==> config.mk <==
export PLATFORM = sky130hd
export DESIGN_NAME = strip_transpose
export DESIGN_NICKNAME = d
export VERILOG_FILES = /design/src/rtl/tp_pkg.sv /design/src/rtl/tp_wr_ctrl.sv /design/src/rtl/tp_strip_mem.sv /design/src/rtl/tp_bank_ctrl.sv /design/src/rtl/strip_transpose.sv
export SDC_FILE = /design/constraint.sdc
export NUM_CORES = 2
export LEC_CHECK = 0
export ABC_AREA = 1
export BUFFER_PORTS_ARGS = -buffer_cell sky130_fd_sc_hd__clkbuf_2
export CORE_UTILIZATION = 40
export DETAILED_ROUTE_END_ITERATION = 8
export PLACE_DENSITY = 0.64
export RECOVER_POWER = 50
export SYNTH_ARGS = -nofsm -noshare
export SYNTH_HDL_FRONTEND = slang
export SYNTH_SLANG_ARGS = --single-unit
export TNS_END_PERCENT = 30
==> constraint.sdc <==
create_clock -name clk_i -period 2.6 [get_ports clk_i]
set_input_delay 0.13 -clock clk_i [delete_from_list [all_inputs] [get_ports clk_i]]
set_output_delay 0.13 -clock clk_i [all_outputs]
set_load 0.01 [all_outputs]
==> src/rtl/tp_pkg.sv <==
package tp_pkg;
  localparam int CH_W  = 8;
  localparam int N_CH  = 3;
  localparam int PIX_W = CH_W * N_CH;

  typedef logic [PIX_W-1:0] pix_t;

  function automatic int bits_for(input int n);
    return (n <= 2) ? 1 : $clog2(n);
  endfunction
endpackage

==> src/rtl/tp_wr_ctrl.sv <==
module tp_wr_ctrl import tp_pkg::*; #(
  parameter  int IMG_W   = 16,
  parameter  int IMG_H   = 12,
  parameter  int STRIP_H = 4,
  localparam int N_STRIP = IMG_H / STRIP_H,
  localparam int CW      = bits_for(IMG_W),
  localparam int RW      = bits_for(STRIP_H),
  localparam int SW      = bits_for(N_STRIP)
) (
  input  logic          clk_i,
  input  logic          rst_ni,
  input  logic          vld_i,
  input  logic          sof_i,
  output logic          we_o,
  output logic [CW-1:0] col_o,
  output logic [RW-1:0] row_o,
  output logic [SW-1:0] strip_o,
  output logic          strip_done_o
);
  logic          locked_q;
  logic [CW-1:0] col_q, col_e;
  logic [RW-1:0] row_q, row_e;
  logic [SW-1:0] strip_q, strip_e;
  logic          start, acc, lc, lr, ls;

  always_comb begin
    start   = vld_i & sof_i;
    acc     = vld_i & (locked_q | sof_i);
    col_e   = start ? '0 : col_q;
    row_e   = start ? '0 : row_q;
    strip_e = start ? '0 : strip_q;
    lc      = (col_e == CW'(IMG_W - 1));
    lr      = (row_e == RW'(STRIP_H - 1));
    ls      = (strip_e == SW'(N_STRIP - 1));
  end

  assign we_o         = acc;
  assign col_o        = col_e;
  assign row_o        = row_e;
  assign strip_o      = strip_e;
  assign strip_done_o = acc & lc & lr;

  // flat, mutually exclusive update terms keep the increment logic shallow
  always_ff @(posedge clk_i or negedge rst_ni) begin
    if (!rst_ni) begin
      locked_q <= 1'b0;
      col_q    <= '0;
      row_q    <= '0;
      strip_q  <= '0;
    end else begin
      if (acc & ~lc)                 col_q   <= col_e + 1'b1;
      if (acc &  lc)                 col_q   <= '0;
      if (acc &  lc & ~lr)           row_q   <= row_e + 1'b1;
      if (acc &  lc &  lr)           row_q   <= '0;
      if (start & ~lc)               row_q   <= '0;
      if (acc &  lc &  lr & ~ls)     strip_q <= strip_e + 1'b1;
      if (acc &  lc &  lr &  ls)     strip_q <= '0;
      if (start & ~(lc & lr))        strip_q <= '0;
      if (acc &  lc &  lr &  ls)     locked_q <= 1'b0;
      if (start & ~(lc & lr & ls))   locked_q <= 1'b1;
    end
  end
endmodule

==> src/rtl/tp_strip_mem.sv <==
module tp_strip_mem import tp_pkg::*; #(
  parameter  int DEPTH = 128,
  localparam int AW    = bits_for(DEPTH)
) (
  input  logic          clk_i,
  input  logic          we_i,
  input  logic [AW-1:0] waddr_i,
  input  pix_t          wdata_i,
  input  logic          re_i,
  input  logic [AW-1:0] raddr_i,
  output pix_t          rdata_o
);
  // one memory per colour, all sharing the same address
  for (genvar g = 0; g < N_CH; g++) begin : g_ch
    logic [CH_W-1:0] mem_q [DEPTH];
    logic [CH_W-1:0] rd_q;

    always_ff @(posedge clk_i) begin
      if (we_i) mem_q[waddr_i] <= wdata_i[g*CH_W +: CH_W];
      if (re_i) rd_q <= mem_q[raddr_i];
    end

    assign rdata_o[g*CH_W +: CH_W] = rd_q;
  end
endmodule

==> src/rtl/tp_bank_ctrl.sv <==
module tp_bank_ctrl import tp_pkg::*; #(
  parameter  int IMG_W    = 16,
  parameter  int IMG_H    = 12,
  parameter  int STRIP_H  = 4,
  localparam int N_STRIP  = IMG_H / STRIP_H,
  localparam int CW       = bits_for(IMG_W),
  localparam int RW       = bits_for(STRIP_H),
  localparam int SW       = bits_for(N_STRIP),
  localparam int STRIP_SZ = IMG_W * STRIP_H,
  localparam int MAW      = bits_for(2 * STRIP_SZ),
  localparam int OAW      = bits_for(IMG_W * IMG_H)
) (
  input  logic           clk_i,
  input  logic           rst_ni,
  input  logic           stall_i,
  input  logic           strip_done_i,
  input  logic [SW-1:0]  strip_i,
  output logic           wbank_o,
  output logic           re_o,
  output logic [MAW-1:0] raddr_o,
  output logic           vld_o,
  output logic [OAW-1:0] addr_o,
  output logic           eof_o,
  output logic           ovf_o
);
  logic           wbank_q, rbank_q;
  logic [1:0]     full_q, set_v, clr_v;
  logic [SW-1:0]  sidx_q [2];
  logic [SW-1:0]  cur_sidx;
  logic [CW-1:0]  rcol_q;
  logic [RW-1:0]  rrow_q;
  logic           rd_go, lr, lc, rd_last, ovf_hit;
  logic [OAW-1:0] oaddr;
  logic           vld_q, eof_q, ovf_q;
  logic [OAW-1:0] addr_q;

  always_comb begin
    rd_go    = full_q[rbank_q] & ~stall_i;
    lr       = (rrow_q == RW'(STRIP_H - 1));
    lc       = (rcol_q == CW'(IMG_W - 1));
    rd_last  = rd_go & lr & lc;
    cur_sidx = sidx_q[rbank_q];
    clr_v    = rd_last      ? (2'b01 << rbank_q) : 2'b00;
    set_v    = strip_done_i ? (2'b01 << wbank_q) : 2'b00;
    // the other buffer still owes reads when this strip completes
    ovf_hit  = strip_done_i & full_q[~wbank_q] & ~clr_v[~wbank_q];
    raddr_o  = MAW'(int'(rbank_q) * STRIP_SZ + int'(rrow_q) * IMG_W + int'(rcol_q));
    oaddr    = OAW'(int'(rcol_q) * IMG_H + int'(cur_sidx) * STRIP_H + int'(rrow_q));
  end

  always_ff @(posedge clk_i or negedge rst_ni) begin
    if (!rst_ni) begin
      wbank_q <= 1'b0;
      rbank_q <= 1'b0;
      full_q  <= '0;
      for (int k = 0; k < 2; k++) sidx_q[k] <= '0;
      rcol_q  <= '0;
      rrow_q  <= '0;
      vld_q   <= 1'b0;
      eof_q   <= 1'b0;
      ovf_q   <= 1'b0;
      addr_q  <= '0;
    end else begin
      full_q <= set_v | (full_q & ~clr_v);
      if (strip_done_i) begin
        wbank_q          <= ~wbank_q;
        sidx_q[wbank_q]  <= strip_i;
      end
      if (rd_last) rbank_q <= ~rbank_q;
      if (rd_go & ~lr)       rrow_q <= rrow_q + 1'b1;
      if (rd_go &  lr)       rrow_q <= '0;
      if (rd_go &  lr & ~lc) rcol_q <= rcol_q + 1'b1;
      if (rd_go &  lr &  lc) rcol_q <= '0;
      vld_q <= rd_go;
      eof_q <= rd_last & (cur_sidx == SW'(N_STRIP - 1));
      if (rd_go)   addr_q <= oaddr;
      if (ovf_hit) ovf_q  <= 1'b1;
    end
  end

  assign wbank_o = wbank_q;
  assign re_o    = rd_go;
  assign vld_o   = vld_q;
  assign addr_o  = addr_q;
  assign eof_o   = eof_q;
  assign ovf_o   = ovf_q;
endmodule

==> src/rtl/strip_transpose.sv <==
module strip_transpose import tp_pkg::*; #(
  parameter  int IMG_W    = 16,
  parameter  int IMG_H    = 12,
  parameter  int STRIP_H  = 4,
  localparam int N_STRIP  = IMG_H / STRIP_H,
  localparam int CW       = bits_for(IMG_W),
  localparam int RW       = bits_for(STRIP_H),
  localparam int SW       = bits_for(N_STRIP),
  localparam int STRIP_SZ = IMG_W * STRIP_H,
  localparam int MAW      = bits_for(2 * STRIP_SZ),
  localparam int OAW      = bits_for(IMG_W * IMG_H)
) (
  input  logic             clk_i,
  input  logic             rst_ni,
  input  logic             vld_i,
  input  logic             sof_i,
  input  logic [PIX_W-1:0] pix_i,
  input  logic             stall_i,
  output logic             vld_o,
  output logic [PIX_W-1:0] pix_o,
  output logic [OAW-1:0]   addr_o,
  output logic             eof_o,
  output logic             ovf_o
);
  logic           we, strip_done, wbank, re;
  logic [CW-1:0]  wcol;
  logic [RW-1:0]  wrow;
  logic [SW-1:0]  wstrip;
  logic [MAW-1:0] waddr, raddr;

  tp_wr_ctrl #(.IMG_W(IMG_W), .IMG_H(IMG_H), .STRIP_H(STRIP_H)) u_wr (
    .clk_i        (clk_i),
    .rst_ni       (rst_ni),
    .vld_i        (vld_i),
    .sof_i        (sof_i),
    .we_o         (we),
    .col_o        (wcol),
    .row_o        (wrow),
    .strip_o      (wstrip),
    .strip_done_o (strip_done)
  );

  assign waddr = MAW'(int'(wbank) * STRIP_SZ + int'(wrow) * IMG_W + int'(wcol));

  tp_strip_mem #(.DEPTH(2 * STRIP_SZ)) u_mem (
    .clk_i   (clk_i),
    .we_i    (we),
    .waddr_i (waddr),
    .wdata_i (pix_i),
    .re_i    (re),
    .raddr_i (raddr),
    .rdata_o (pix_o)
  );

  tp_bank_ctrl #(.IMG_W(IMG_W), .IMG_H(IMG_H), .STRIP_H(STRIP_H)) u_bank (
    .clk_i        (clk_i),
    .rst_ni       (rst_ni),
    .stall_i      (stall_i),
    .strip_done_i (strip_done),
    .strip_i      (wstrip),
    .wbank_o      (wbank),
    .re_o         (re),
    .raddr_o      (raddr),
    .vld_o        (vld_o),
    .addr_o       (addr_o),
    .eof_o        (eof_o),
    .ovf_o        (ovf_o)
  );
endmodule

==> results.txt <==
Buffers on Ports = 63
Critical Path End Type = flip-flop
Hold violation total from the final report = 0
Register area share after synthesis = 74.6%
Hold Slack = 330 ps
Syn_nets = 10300
Core ar. = 312000 µm²
Antenna-violating nets left = 0
CP top delay family = buffers and inverters
Dpl hpwl = 232000 µm
First-pass GRT wire length = 559000 µm
Max FO, Critical Path = 72
Leakage = 51.9 nW
Failing checks = max-capacitance violations, max-slew violations, negative setup slack
Achievable Freq = 365 MHz
Predominant post-synthesis flop cell = edfxtp_1
Area contributors post-synth = edfxtp_1, nand3_1, nand2_1, buf_2, dfrtp_1
Synth Cell Area = 126000 µm²
DRT Pass-1 Iters = 7
Die width = 563 µm
CTS tree = yes
Synth Instances = 10300
Seq pwr share = 54.0%
CP max stage delay = 1580 ps
Period minus WS final = 2740 ps
WS Path Type = input pin to flip-flop
Total Wirelength = 388000 µm
Worst EP required = 3120 ps
Fraction of layout cells with a size suffix above 1 = 13.5%
Hold Path Class = input pin to flip-flop
Fill cells = 26800
Clock buffer depth = 4
Slowest cell on crit path = clkbuf_1
CTS H-tree depth = 5
WL met2 = 178000 µm
Pins Over Slew Limit = 578
P_int = 0.0824 W
Sw Pwr = 0.0209 W
Flop-to-flop setup slack = -60 ps
Drt wl/cell = 25.6 µm
Routed wl met3 = 41000 µm
Ys Warns = 0
Total gr overflow = 0
Residual DRC = 0
Synth area leader = edfxtp_1
Asr flop ratio synth = 1.09%
All-Layer GR Usage = 24.0%
Power share of the clock group = 44.1%
P&R area growth vs syn = 18.1%
MaxCap Viol Count = 13
DR top layer = met5
Synth top cells by count = nand2_1, edfxtp_1, nand3_1
Yosys reg bits = 3130
Multi-input logic area = 29100 µm²
Share of the synthesized area in the top cell type = 73.9%
CTS root buffer = clkbuf_16
Worst-case clock skew = 62.8 ps
Initial DRC count = 12700
Slew HR = -60.6%
Worst-path clk slew = 60 ps
I/O pin cnt = 64
Die Y = 563 µm
Status = finished with violations
FP Rows = 205
Largest net degree at the start of global routing = 129
Sw Share = 20.2%
CTS Sinks = 3130
Antenna violations before repair = 25
Unique masters post-synth = 32
Final period util = 105%
Syn avg cell area = 12.2 µm²
Setup ws final = -141 ps
Design Power = 0.103 W
Initial Utilization = 40.2%
Wire length on met1 = 148000 µm
Total CTS buffers = 315
Vias = 86200
Via density = 5.68
Routability congestion estimate = 0.921
Peak VDD IR = 630 µV
Fin nets = 10800
Worst endpoint data arrival time = 3260 ps
PD cells = 696 nW/µm²
WP buf/inv = 3
Logic pwr share = 1.9%
Vias in the first global route = 81000
Clock Latency Late Sink = 890 ps
Die ar. = 317000 µm²
Setup violations, final = 105
Storage element area = 93800 µm²
Count leader, synth = nand2_1
CP startpoint kind = input pin
Crit-path cells = dlygate4sd3_1 -> clkbuf_1 -> buf_4
Unrepaired setup endpoints after global routing = yes
Slew of the pin with the lowest slew margin = 2410 ps
Number of synthesized flops with an enable pin = 3096
-- sequential cells by signal (all words and copies together), names as in the netlist, 4 cells and up --
signal / count
u_wr.col_q: 4
u_mem.g_ch.rd_q: 24
u_bank.addr_o: 8
u_bank.sidx_q: 4
u_bank.rcol_q: 4
u_mem.g_ch.mem_q: 3072
-- final timing paths --
| path | depth (start not counted) | from | endpoint |
|---|---|---|---|
| min in group asynchronous | 4 | rst_ni | u_bank.eof_o$_DFF_PN0_ |
| worst max register to register | 12 | u_bank.rcol_q[0]$_DFFE_PN0P_ | u_mem.g_ch[2].rd_q[0]$_DFFE_PP_ |
| worst max-delay path | 3 | pix_i[17] | u_mem.g_ch[2].mem_q[88][1]$_DFFE_PP_ |
| worst min register to register | 2 | u_bank.addr_o[3]$_DFFE_PN0P_ | u_bank.addr_o[3]$_DFFE_PN0P_ |
| max in group asynchronous | 4 | rst_ni | u_bank.rcol_q[3]$_DFFE_PN0P_ |
| worst min-delay path | 4 | sof_i | u_wr.locked_q$_DFFE_PN0P_ |
-- final cells by class --
class | count | area share [%]
Tap cell | 4140 | 3.49
Sequential cell | 3130 | 63.2
Antenna cell | 8 | 0.0135
Clock inverter | 177 | 1.32
Timing Repair Buffer | 888 | 6.66
Multi-Input combinational cell | 6421 | 19.6
Inverter | 42 | 0.147
Clock buffer | 381 | 5.56
Timing Repair inverter | 1 | 0.0202
-- power by group through the flow --
stage | Combinational, W | Clock (W) | Sequential, W
floorplan | 0.000307 | 0 | 0.0568
global placement | 0.00194 | 0 | 0.0568
detailed placement | 0.00199 | 0 | 0.0568
CTS | 0.00205 | 0.0460 | 0.0558
global route | 0.00201 | 0.0478 | 0.0558
finish | 0.00195 | 0.0456 | 0.0558
-- layout by cell type, fill, tap and decap left out, types with 33 or more instances in the layout --
master and instances:
bufinv_16 37, clkbuf_16 328, nand3_1 2947, clkinv_1 62, nand2_1 3158, inv_1 33, buf_4 464, clkbuf_1 109
clkinv_2 52, nand3_2 71, nor2_2 131, edfxtp_1 3096, clkbuf_2 62, buf_12 206
-- stage by stage --
stage,TNS (ps),utilization [%],cells,cell area (µm²),worst slack [ps]
3_3_place_gp,-5400,43.9,14600,137000,-550
5_1_grt,-6280,47.5,15200,149000,-94.8
6_report,-7800,47.5,15200,149000,-141
4_1_cts,-166,47.6,15200,149000,-70.8
3_5_place_dp,-5860,43.9,14600,137000,-510
2_1_floorplan,0,-,10300,126000,21.9
-- routing by layer --
layer / vias up / GRT usage [%]
li1: 37900 / -
met1: 42600 / 32.4
met2: 4952 / 37.3
met3: 816 / 4.20
met4: 12 / 12.0
met5: - / 0
-- logic make-up after synthesis --
| family | count (synthesis) | synth area share (%) |
|---|---|---|
| xor gates and xnor gates | 8 | 0.0557 |
| and+or+nand+nor | 6369 | 22.1 |
| buffers and inverters | 730 | 3.01 |
| AOI/OAI and AO/OA | 33 | 0.139 |
| DFF | 3130 | 74.6 |
| adders and majority gates | 11 | 0.121 |
-- what timing repair did --
action                                  4_1_cts  5_1_grt
endpoints found under the hold margin      1209        0
setup buffers                                 7        2
gates resized for setup                     109       71
gates cloned                                  9        7
pin swaps                                     4        3
endpoints found under the setup margin       23       40
hold buffers                                 30        0
-- worst min-delay path: cells and delay by family --
family	cells	cell delay, ps
buffers and inverters	2	830
and+or+nand+nor	2	210
Power figures use the tool's default switching activity.
